--- src/rtl/ctl_clr_pkg.sv ---
package ctl_clr_pkg;
    localparam int DATA_W  = 32;
    localparam int ADDR_W  = 8;
    localparam int CMD_LSB = 1;
    localparam int CMD_W   = 8;

    localparam logic [CMD_W-1:0] CMD_UNLOCK = 8'hAE;
    localparam logic [CMD_W-1:0] CMD_LOCK   = 8'hEA;

    localparam logic [ADDR_W-1:0] OFS_DIRECT = 8'h30;
    localparam logic [ADDR_W-1:0] OFS_CMD    = 8'h38;
    localparam logic [ADDR_W-1:0] OFS_ALIAS  = 8'h3C;

    typedef struct packed {
        logic direct;
        logic cmd;
        logic alias_w;
        logic mapped;
    } sel_t;
endpackage

--- src/rtl/ctl_clr_decode.sv ---
module ctl_clr_decode
    import ctl_clr_pkg::*;
#(
    parameter int AW = ADDR_W
) (
    input  logic [AW-1:0] addr,
    output sel_t          sel
);
    always_comb begin
        sel         = '0;
        sel.direct  = (addr == AW'(OFS_DIRECT));
        sel.cmd     = (addr == AW'(OFS_CMD));
        sel.alias_w = (addr == AW'(OFS_ALIAS));
        sel.mapped  = sel.direct | sel.cmd | sel.alias_w;
    end
endmodule

--- src/rtl/ctl_clr_unlock.sv ---
module ctl_clr_unlock
    import ctl_clr_pkg::*;
#(
    parameter int DW = DATA_W
) (
    input  logic          clk,
    input  logic          rst_n,
    input  logic          wr_cmd,
    input  logic [DW-1:0] wdata,
    output logic          alias_en
);
    localparam int CMD_MSB = CMD_LSB + CMD_W - 1;

    typedef struct packed {
        logic en;
    } st_t;

    st_t st_d, st_q;
    logic [CMD_W-1:0] cmd_code;

    always_comb begin
        cmd_code = wdata[CMD_MSB:CMD_LSB];
        st_d     = st_q;
        if (wr_cmd) begin
            if (cmd_code == CMD_UNLOCK)    st_d.en = 1'b1;
            else if (cmd_code == CMD_LOCK) st_d.en = 1'b0;
        end
    end

    always_ff @(posedge clk) begin
        if (!rst_n) st_q <= '0;
        else        st_q <= st_d;
    end

    assign alias_en = st_q.en;

    a_r3_unlock: assert property (@(posedge clk) disable iff (!rst_n)
        (wr_cmd && wdata[CMD_MSB:CMD_LSB] == CMD_UNLOCK) |=> alias_en);
    a_r4_lock: assert property (@(posedge clk) disable iff (!rst_n)
        (wr_cmd && wdata[CMD_MSB:CMD_LSB] == CMD_LOCK) |=> !alias_en);
    a_r5_other_hold: assert property (@(posedge clk) disable iff (!rst_n)
        !(wr_cmd && (wdata[CMD_MSB:CMD_LSB] == CMD_LOCK ||
                     wdata[CMD_MSB:CMD_LSB] == CMD_UNLOCK)) |=> $stable(alias_en));
endmodule

--- src/rtl/ctl_clr_main.sv ---
module ctl_clr_main
    import ctl_clr_pkg::*;
#(
    parameter int DW = DATA_W
) (
    input  logic          clk,
    input  logic          rst_n,
    input  logic          wr_direct,
    input  logic          wr_alias,
    input  logic          alias_en,
    input  logic [DW-1:0] wdata,
    output logic [DW-1:0] ctrl
);
    typedef struct packed {
        logic [DW-1:0] word;
    } st_t;

    st_t st_d, st_q;

    always_comb begin
        st_d = st_q;
        if (wr_direct)                st_d.word = wdata;
        else if (wr_alias && alias_en) st_d.word = st_q.word & ~wdata;
    end

    always_ff @(posedge clk) begin
        if (!rst_n) st_q <= '0;
        else        st_q <= st_d;
    end

    assign ctrl = st_q.word;

    a_r2_direct_load: assert property (@(posedge clk) disable iff (!rst_n)
        wr_direct |=> ctrl == $past(wdata));
    a_r6_clear_only: assert property (@(posedge clk) disable iff (!rst_n)
        (wr_alias && alias_en) |=> ((ctrl & ~$past(ctrl)) == '0));
    a_r7_locked_ignore: assert property (@(posedge clk) disable iff (!rst_n)
        (!wr_direct && !(wr_alias && alias_en)) |=> $stable(ctrl));
endmodule

--- src/rtl/ctl_clr_regs.sv ---
module ctl_clr_regs
    import ctl_clr_pkg::*;
#(
    parameter int DW = DATA_W,
    parameter int AW = ADDR_W
) (
    input  logic          clk,
    input  logic          rst_n,
    input  logic [AW-1:0] bus_addr,
    input  logic [DW-1:0] bus_wdata,
    input  logic          bus_wr,
    input  logic          bus_rd,
    output logic [DW-1:0] bus_rdata,
    output logic          bus_err,
    output logic [DW-1:0] ctrl_out
);
    typedef struct packed {
        logic [DW-1:0] rdata;
        logic          err;
    } bus_st_t;

    sel_t    sel;
    logic    alias_en;
    bus_st_t bs_d, bs_q;

    ctl_clr_decode #(.AW(AW)) u_dec (
        .addr (bus_addr),
        .sel  (sel)
    );

    ctl_clr_unlock #(.DW(DW)) u_unlock (
        .clk      (clk),
        .rst_n    (rst_n),
        .wr_cmd   (bus_wr && sel.cmd),
        .wdata    (bus_wdata),
        .alias_en (alias_en)
    );

    ctl_clr_main #(.DW(DW)) u_main (
        .clk       (clk),
        .rst_n     (rst_n),
        .wr_direct (bus_wr && sel.direct),
        .wr_alias  (bus_wr && sel.alias_w),
        .alias_en  (alias_en),
        .wdata     (bus_wdata),
        .ctrl      (ctrl_out)
    );

    always_comb begin
        bs_d       = '0;
        bs_d.err   = (bus_wr || bus_rd) && !sel.mapped;
        if (bus_rd) begin
            if (sel.direct)   bs_d.rdata = ctrl_out;
            else if (sel.cmd) bs_d.rdata = DW'(alias_en);
        end
    end

    always_ff @(posedge clk) begin
        if (!rst_n) bs_q <= '0;
        else        bs_q <= bs_d;
    end

    assign bus_rdata = bs_q.rdata;
    assign bus_err   = bs_q.err;

    a_r9_err_cause: assert property (@(posedge clk) disable iff (!rst_n)
        bus_err |-> $past(bus_wr || bus_rd));
    a_r9_err_zero_data: assert property (@(posedge clk) disable iff (!rst_n)
        bus_err |-> bus_rdata == '0);
    a_r12_idle_rdata: assert property (@(posedge clk) disable iff (!rst_n)
        !bus_rd |=> bus_rdata == '0);
endmodule

--- config.mk ---
export PLATFORM = sky130hd
export DESIGN_NAME = ctl_clr_regs
export DESIGN_NICKNAME = d
export VERILOG_FILES = /design/src/rtl/ctl_clr_pkg.sv /design/src/rtl/ctl_clr_decode.sv /design/src/rtl/ctl_clr_unlock.sv /design/src/rtl/ctl_clr_main.sv /design/src/rtl/ctl_clr_regs.sv
export SDC_FILE = /design/constraint.sdc
export NUM_CORES = 1
export LEC_CHECK = 0
export BUFFER_PORTS_ARGS = -buffer_cell sky130_fd_sc_hd__buf_2
export CORE_MARGIN = 2
export CORE_UTILIZATION = 52
export DETAILED_ROUTE_END_ITERATION = 10
export GPL_TIMING_DRIVEN = 0
export PLACE_DENSITY = 0.84
export SKIP_LAST_GASP = 1
export SYNTH_ARGS = -nofsm -noshare
export SYNTH_HDL_FRONTEND = slang
export SYNTH_HIERARCHICAL = 1
export SYNTH_SLANG_ARGS = --single-unit
--- constraint.sdc ---
create_clock -name clk -period 3.7 [get_ports clk]
set_input_delay 0.185 -clock clk [delete_from_list [all_inputs] [get_ports clk]]
set_output_delay 0.185 -clock clk [all_outputs]
set_load 0.02 [all_outputs]
**After elaboration in Yosys (flattened, before gate mapping)**

Cells that the tools add are included.

- Register bits after elaboration: 66
- Latch bits: 0
- RAM bits: 0
- Bits in read-only memories: 0
- Bits of input ports: 44
- Logic and storage cells: 30
- Memories kept: 0

- Add/subtract/negate cells: 0
- $mul: 0
- Div/mod/pow operators: 0
- $lt $le $gt $ge: 0
- Eq/ne operators: 5
- Shifts and indexed selects: 0
- Muxes and demuxes: 6
- Bitwise gates (word level): 4
- Reductions and logical operators: 11

Operators by type and width:

| cell | count |
|---|---|
| $mux 32 | 3 |
| $and 32x32->32 | 1 |
| $not 32->32 | 1 |
| $eq 8x6->1 const B | 3 |
| $eq 8x8->1 const B | 2 |
| $logic_and 1x1->1 | 5 |
| $reduce_and 2->1 | 2 |
| $reduce_bool 2->1 | 2 |
| $mux 1 | 3 |
| $or 1x1->1 | 2 |
| $logic_not 1->1 | 1 |
| $logic_or 1x1->1 | 1 |

**Logic depth before layout (Yosys ltp)**

Gate-level depths: netlist (run 1).

- Depth in word-level cells: 5
- Depth in mapped cells: 7
- Mapped depth without buffers: 6

**By module**

The synthesis (run 1) kept the hierarchy.

Modules (own cells, without submodules):

| module | times used | cells each | area an instance (µm²) | sequential area each (µm²) |
|---|---|---|---|---|
| ctl_clr_main | 1 | 142 | 1659.1 | 640.6 |
| ctl_clr_regs | 1 | 77 | 958.4 | 660.6 |
| ctl_clr_decode | 1 | 8 | 90.1 | 0.0 |
| ctl_clr_unlock | 1 | 9 | 80.1 | 20.0 |

**Least setup slack after synthesis (run 1)**

No wires, ideal clock.

- Path kind: input to register
- From: input port bus_addr[0]
- To: register u_main.st_q (netlist bit u_main/ctrl[0])
- Library setup time: 0.122 ns
- Arrival: 1.754 ns
- Required time: 3.578 ns
- Path slack: 1.825 ns
- Stages: 7
- Path through: nand4bb_4 nor4b_1 and2_2 buf_6 buf_12 mux2_4 o311a_1

RTL lines:

| item | RTL line | RTL |
|---|---|---|
| from (decl) | ctl_clr_regs.sv:9 | `input logic [AW-1:0] bus_addr,` |
| to (signal assigned) | ctl_clr_main.sv:28 | `else st_q <= st_d;` |
| to (decl) | ctl_clr_main.sv:18 | `st_t st_d, st_q;` |

==> qor.yml, run 1 <==
critical_path:
  path_delay_family: "simple AND/OR/NAND/NOR gates"
  r2r-end: "u_main/ctrl[0]"
  startpoint_type: "input port"
  crit_buf_inv: 3
  end_kind: "flop"
  r2r_start: "u_unlock/alias_en"
  ff2ff_setup_slack_ns: 2.46
  cp.depth: 8
  arrival_ns: 2.17
  critical_path_class: "in2reg"
  crit_chain: "buf_2 -> nand4bb_4 -> nor4b_1 -> and2_2 -> buf_6 -> buf_12 -> mux2_4 -> o311a_1"
  slowest_delay_ns: 0.58
  slowest_stage: "nor4b_1"
  ff2ff_path_depth: 3
  worstPathMaxFanout: 10
  crit_path_start: "bus_addr[0]"
  critPathCapture: "u_main/ctrl[3]"
  cp.required_ns: 3.90
pwr:
  p_int_mw: 1.01
  switching_share_pct: 21.6
  combPwrFrac_pct: 4.7
  leakagePower_nw: 1.83
  switching_power_uw: 279
  p_clk_share_pct: 40.1
  p_per_area_mw_per_mm2: 360
  seqPwrFrac_pct: 55.2
  ir_drop_mv: 0.244
synth:
  avgSynthCellArea_sq_um: 11.8
  synth-seq-area-share_pct: 47.4
  ys_warn_count: 6
  yosysUniqueCellTypes: 26
  netlist_area_sq_mm: 0.00279
  synth_nets: 280
  netlist_instances: 236
  ys_seq_elements: 66
die:
  std_cell_rows: 26
  die_height_um: 77.2
  io_pins: 109
  initial_utilization_pct: 54.2
  core_sq_mm: 0.00514
  dieArea_sq_mm: 0.00596
  die_w_um: 77.2
placed_design:
  placed_area_sq_mm: 0.00342
  place.gp.congestion: 0.739
  dp_hpwl_mm: 4.54
  io_buffers: 108
route:
  wire_per_inst_um: 14.2
  drtIter0Drc: 60
  via_count: 2173
  vias_per_cell: 5.07
  post-route-drc-count: 0
  ant_nets: 0
  firstDrtPassIters: 4
  drt-total-wl_mm: 6.10
clock_network:
  clkSinkCount: 66
  path_clk_slew_ns: 0.06
  htree_levels: 3
  clockBufferDepth: 2
  cts_root_buffer: "clkbuf_8"
  clkLatencyLatePin_ns: 0.32
  cts_buffers: 9
  cts_tree: "done"
  post_cts_buffers: 0
  post_cts_resized: 0
  holdBufCountCts: 0
global_routing:
  grt_start_max_net_pins: 11
  grt_overflow: 0
  grt_usage_pct: 20.9
  grt_pass1_wl_mm: 9.94
  grt_pass1_vias: 2125
  antenna_found_initial: 0
sta:
  fmax_mhz: 509
  tightest_slew_ns: 0.636
  hold_violations: 0
  fin_tns_setup_ns: 0
  rsz0062_at_grt: "false"
  finClkSkew_ns: 0.00704
  post-route-period-util_pct: 53.1
  slew_headroom_pct: 57.0
  layout_min_cycle_time_ns: 1.96
  drv_slew: 0
  setup_viol_count_final: 0
cells_and_area:
  diodes: 0
  nets: 399
  drive_above_1_share_pct: 49.0
  finalInstanceArea_sq_mm: 0.00359
  synthToLayoutAreaGrowth_pct: 28.6
job:
  cap_violations: 0
min_path:
  min_path_type: "in2reg"
  min_path_cells: 3
status:
  outcome: "completed"
stage by stage:
stage	total power, mW	utilization, %	hold slack, ns	instances	setup WS (ns)
floorplan	0.749	-	0.301	236	1.82
global placement	0.785	66.5	0.448	414	1.54
detailed placement	0.788	66.5	0.453	414	1.43
CTS	1.30	69.8	0.109	429	1.77
global route	1.35	69.8	0.143	429	1.62
finish	1.29	69.8	0.123	429	1.74
tightest hold or removal path: stages:
cell and delay [ns]:
buf_2 0.12, nand2_1 0.05, a21oi_1 0.04
flip-flops by register name (all words and copies together), names as in the netlist:
name,count
bus_rdata,32
bus_err,1
u_main/ctrl,32
u_unlock/alias_en,1
worst min path at each step:
| stage | from | endpoint | slack, ns |
|---|---|---|---|
| after global routing | bus_rd | bus_rdata[0] | 0.14 |
| after detailed placement | bus_rd | bus_rdata[0] | 0.45 |
| final | bus_rd | bus_rdata[0] | 0.12 |
| after CTS | bus_rd | bus_rdata[0] | 0.11 |
| after floorplan | bus_rd | bus_rdata[0] | 0.30 |
| after global placement | bus_rd | bus_rdata[0] | 0.45 |
synthesized netlist by cell type:
cell       number  area [sq um]
clkbuf_1        5          18.8
o31a_1          1          8.76
and4b_1         1          10.0
nor3b_1         1          7.51
and3_4          1          11.3
buf_6           4          45.0
mux2_2          4          45.0
and4_4          1          11.3
inv_1          35           131
buf_12          3          60.1
buf_1           1          3.75
nand3b_1        1          7.51
nor3b_2         1          12.5
nor2_1          2          7.51
a21oi_1         3          15.0
nor4_1          1          6.26
dfxtp_1        66          1320
and2_1         27           169
o311a_1        32           320
nand4bb_4       1          27.5
nor4b_1         2          17.5
and2_2          7          52.6
a2111oi_4       1          27.5
mux2_4         28           420
nand2_1         4          15.0
buf_2           3          15.0
final cells by class:
type                       count  area, sq um
sequential                    66         1320
inverter                      35          131
multi-input combinational    119         1190
clock inverter                 3         15.0
clock buffer                  12          155
buffer                        16          143
timing repair buffer         108          541
fill                         412         1550
tap                           70         87.6
cell families (layout without fill, tap and decap cells):
group                  count (synthesis)  count (layout)  synth area share [%]
AND/OR/NAND/NOR                       50              50                  12.7
buffers and inverters                 51             174                  9.83
AO/OA/AOI/OAI                         37              37                  13.3
multiplexers                          32              32                  16.7
flip-flops                            66              66                  47.4
power by group through the flow:
stage / clock network, mW / logic [mW] / registers [mW]
floorplan: 0 / 0.0196 / 0.729
global placement: 0 / 0.0573 / 0.728
CTS: 0.532 / 0.0604 / 0.712
finish: 0.518 / 0.0605 / 0.712
global route: 0.569 / 0.0670 / 0.711
detailed placement: 0 / 0.0601 / 0.728
metal layers:
metal,share of wire (%),up-vias,global-route usage [%]
met4,1.5,0,9.64
met2,50,78,35.7
met5,0,-,0
li1,-,1056,-
met1,43,1032,24.8
met3,5.6,7,4.71
layout by cell type (no fill, tap or decap), drive strengths merged, types with 2 or more instances in the layout:
cell,instances
nor3b,2
inv,35
nor2,2
o311a,32
buf,119
clkinv,3
and2,34
nor4b,2
mux2,32
dfxtp,66
a21oi,3
clkbuf,17
nand2,4
(Power assumes the default switching activity.)
==> run 2: changes to the inputs <==
Settings changed: ABC_AREA set to 1, CORE_UTILIZATION 52 to 42, PLACE_DENSITY 0.84 to 0.74.
Clock period 3.7 ns to 1.8 ns, I/O delays scaled along.
==> run 2 against run 1 <==
  * Register-to-register slack got worse by 1.7 ns
  * Wire length grew 3.3%
  * Largest power group unchanged
  * Cell count rose by 23%
  * Total power grew 110%
  * Critical endpoint is now u_main/ctrl[22]
  * Worst hold slack got worse by 0.089 ns
  * Sequential cell count stayed put
  * Setup slack got worse by 1.0 ns
==> qor.yml, run 2 <==
sta:
  post-route-period-util_pct: 58.9
  finClkSkew_ns: 0.00588  # -0.00116 ns
  slew_headroom_pct: 83.2  # +26 points
  fmax_mhz: 943
  hold_violations: 0  # unchanged
  drv_slew: 0  # unchanged
  rsz0062_at_grt: "false"
  tightest_slew_ns: 0.251  # -0.385 ns
  setup_viol_count_final: 0  # unchanged
  layout_min_cycle_time_ns: 1.06
  fin_tns_setup_ns: 0  # unchanged
synth:
  synth_largest_area_cell: "dfxtp_1"
  synth_area_leaders: "dfxtp_1, nand2_1, inv_1"
  avgSynthCellArea_sq_um: 7.69  # -35%
  synthTopCellsByCount: "dfxtp_1, nand2_1, inv_1"
  ys.flop_type: "dfxtp_1"
  synth_edf_count: 0  # unchanged
  yosysTopAreaCellShare_pct: 52.1  # +4.7 points
  yosysUniqueCellTypes: 17  # -35%
  synth-seq-area-share_pct: 52.1  # +4.7 points
  ys_seq_elements: 66  # unchanged
  netlist_instances: 330  # +40%
  ys_warn_count: 6  # unchanged
  async_flop_share_pct: 0  # unchanged
  synth.most_common_cell: "dfxtp_1"
  synth_nets: 374  # +34%
  netlist_area_sq_mm: 0.00254  # -9.0%
placed_design:
  dp.cells: 513  # +24%
  dp_hpwl_mm: 4.50  # -0.95%
  io_buffers: 108  # unchanged
  place.gp.congestion: 0.707  # -4.3%
  placed_area_sq_mm: 0.00317  # -7.1%
route:
  vias_per_cell: 4.69  # -7.4%
  post-route-drc-count: 0  # unchanged
  drt-total-wl_mm: 6.30  # +3.3%
  ant_nets: 0  # unchanged
  drtIter0Drc: 109  # +82%
  firstDrtPassIters: 5  # +1
  via_count: 2477  # +14%
  wire_per_inst_um: 11.9  # -16%
critical_path:
  end_kind: "flop"
  ff2ff_path_depth: 4  # +1
  critical_path_class: "in2reg"
  slowest_stage: "o21ai_0"
  crit_path_start: "bus_addr[1]"
  worstPathMaxFanout: 10  # unchanged
  arrival_ns: 1.28  # -0.89 ns
  r2r_start: "u_unlock/alias_en"
  slowest_delay_ns: 0.19  # -0.39 ns
  cp.required_ns: 2.02  # -1.88 ns
  crit_chain: "buf_2 -> inv_1 -> nand2_1 -> nor2_1 -> nand2_1 -> inv_1 -> nand2_1 -> inv_1 -> inv_2 -> buf_4 -> o21ai_0 -> a21oi_1"
  startpoint_type: "input port"
clock_network:
  clkLatencyLatePin_ns: 0.33  # about the same
  clockBufferDepth: 2  # unchanged
  clkSinkCount: 66  # unchanged
  cts_root_buffer: "clkbuf_8"
  htree_levels: 3  # unchanged
  cts_tree: "done"
  path_clk_slew_ns: 0.07  # about the same
  post_cts_buffers: 0  # unchanged
  holdBufCountCts: 0  # unchanged
  post_cts_resized: 0  # unchanged
  cts_buffers: 9  # unchanged
status:
  outcome: "completed"
global_routing:
  grt_busiest_layer: "met2"
  gr-usage-met1_pct: 23.1  # -1.7 points
  grt_use_met3_pct: 5.82  # +1.1 points
  met2_usage_pct: 33.8  # -1.8 points
  grt_usage_pct: 19.7  # -1.1 points
  grt_overflow: 0  # unchanged
  grt_pass1_vias: 2252  # +6.0%
  grt_start_max_net_pins: 11  # unchanged
  grt_pass1_wl_mm: 10.1  # +1.2%
  antenna_found_initial: 0  # unchanged
job:
  cap_violations: 0  # unchanged
cells_and_area:
  finalInstanceArea_sq_mm: 0.00334  # -6.8%
  fillers: 576  # +40%
  final_core_util_pct: 56.8  # -13 points
  synthToLayoutAreaGrowth_pct: 31.7
  instances_no_fill: 528  # +23%
  drive_above_1_share_pct: 33.3  # -16 points
  diodes: 0  # unchanged
  layout_commonest_cell: "buf_2"
  final_cell_mix: "buf_2, dfxtp_1, nand2_1"
  nets: 493  # +24%
min_path:
  hold_path.startpoint: "bus_wdata[0]"
  min_path_cells: 3  # unchanged
  min_path_type: "in2reg"
die:
  die_height_um: 81.7  # +5.8%
  initial_utilization_pct: 43.1  # -11 points
  dieArea_sq_mm: 0.00668  # +12%
  io_pins: 109  # unchanged
  die_w_um: 81.7  # +5.8%
  core_sq_mm: 0.00589  # +15%
  std_cell_rows: 28  # +7.7%
pwr:
  leakagePower_nw: 1.54  # -16%
  p_per_area_mw_per_mm2: 800  # +120%
  ir_drop_mv: 0.400  # +64%
==> run 2: layer usage <==
layer | routed length, um | part of all wire, %
met5 | 0 | 0
met4 | 40 | 0.63
met3 | 477 | 7.6
met2 | 3100 | 49
met1 | 2690 | 43
==> run 2: final timing paths <==
| path | endpoint | slack (ns) |
|---|---|---|
| min reg2reg | bus_rdata[12] | 0.44 |
| min | u_main/ctrl[0] | 0.03 |
| max | u_main/ctrl[22] | 0.74 |
| max reg2reg | u_main/ctrl[6] | 0.78 |
==> run 2: worst max-delay path, delay by kind of cell <==
kind | cells | cell delay (ns)
AO/OA/AOI/OAI | 2 | 0.25
AND/OR/NAND/NOR | 4 | 0.34
buffers and inverters | 6 | 0.61
==> run 2: cell families (layout without fill, tap and decap cells) <==
kind of cell | count (synthesis) | count (layout) | synth area share (%)
simple gates | 129 | 129 | 22.0
buf+inv | 68 | 191 | 12.6
compound gates | 67 | 67 | 13.4
flops | 66 | 66 | 52.1
==> run 2: cell type report <==
| cell class | instances | area, sq um | area share, % |
|---|---|---|---|
| Buffer | 18 | 131 | 3.93 |
| Clock buffer | 12 | 155 | 4.64 |
| Clock inverter | 3 | 15.0 | 0.449 |
| Inverter | 50 | 188 | 5.62 |
| Multi-Input combinational cell | 196 | 897 | 26.8 |
| Sequential cell | 66 | 1320 | 39.5 |
| Tap cell | 75 | 93.8 | 2.81 |
| Timing Repair Buffer | 108 | 541 | 16.2 |
==> run 2: through the flow <==
step                setup slack (ns)  total power [mW]  hold slack, ns
global route                   0.608              2.79          0.0393
CTS                            0.767              2.71          0.0214
floorplan                      0.685              1.55           0.212
detailed placement             0.410              1.62           0.376
global placement               0.455              1.62           0.372
finish                         0.739              2.67          0.0338
==> run 2: report_power, final <==
part	total, mW	switching, mW	leakage [nW]	internal, mW
combinational	0.121	0.0666	0.921	0.0541
clock	1.09	0.528	0.0920	0.561
sequential	1.46	0.00149	0.532	1.46
total	2.67	0.596	1.54	2.08
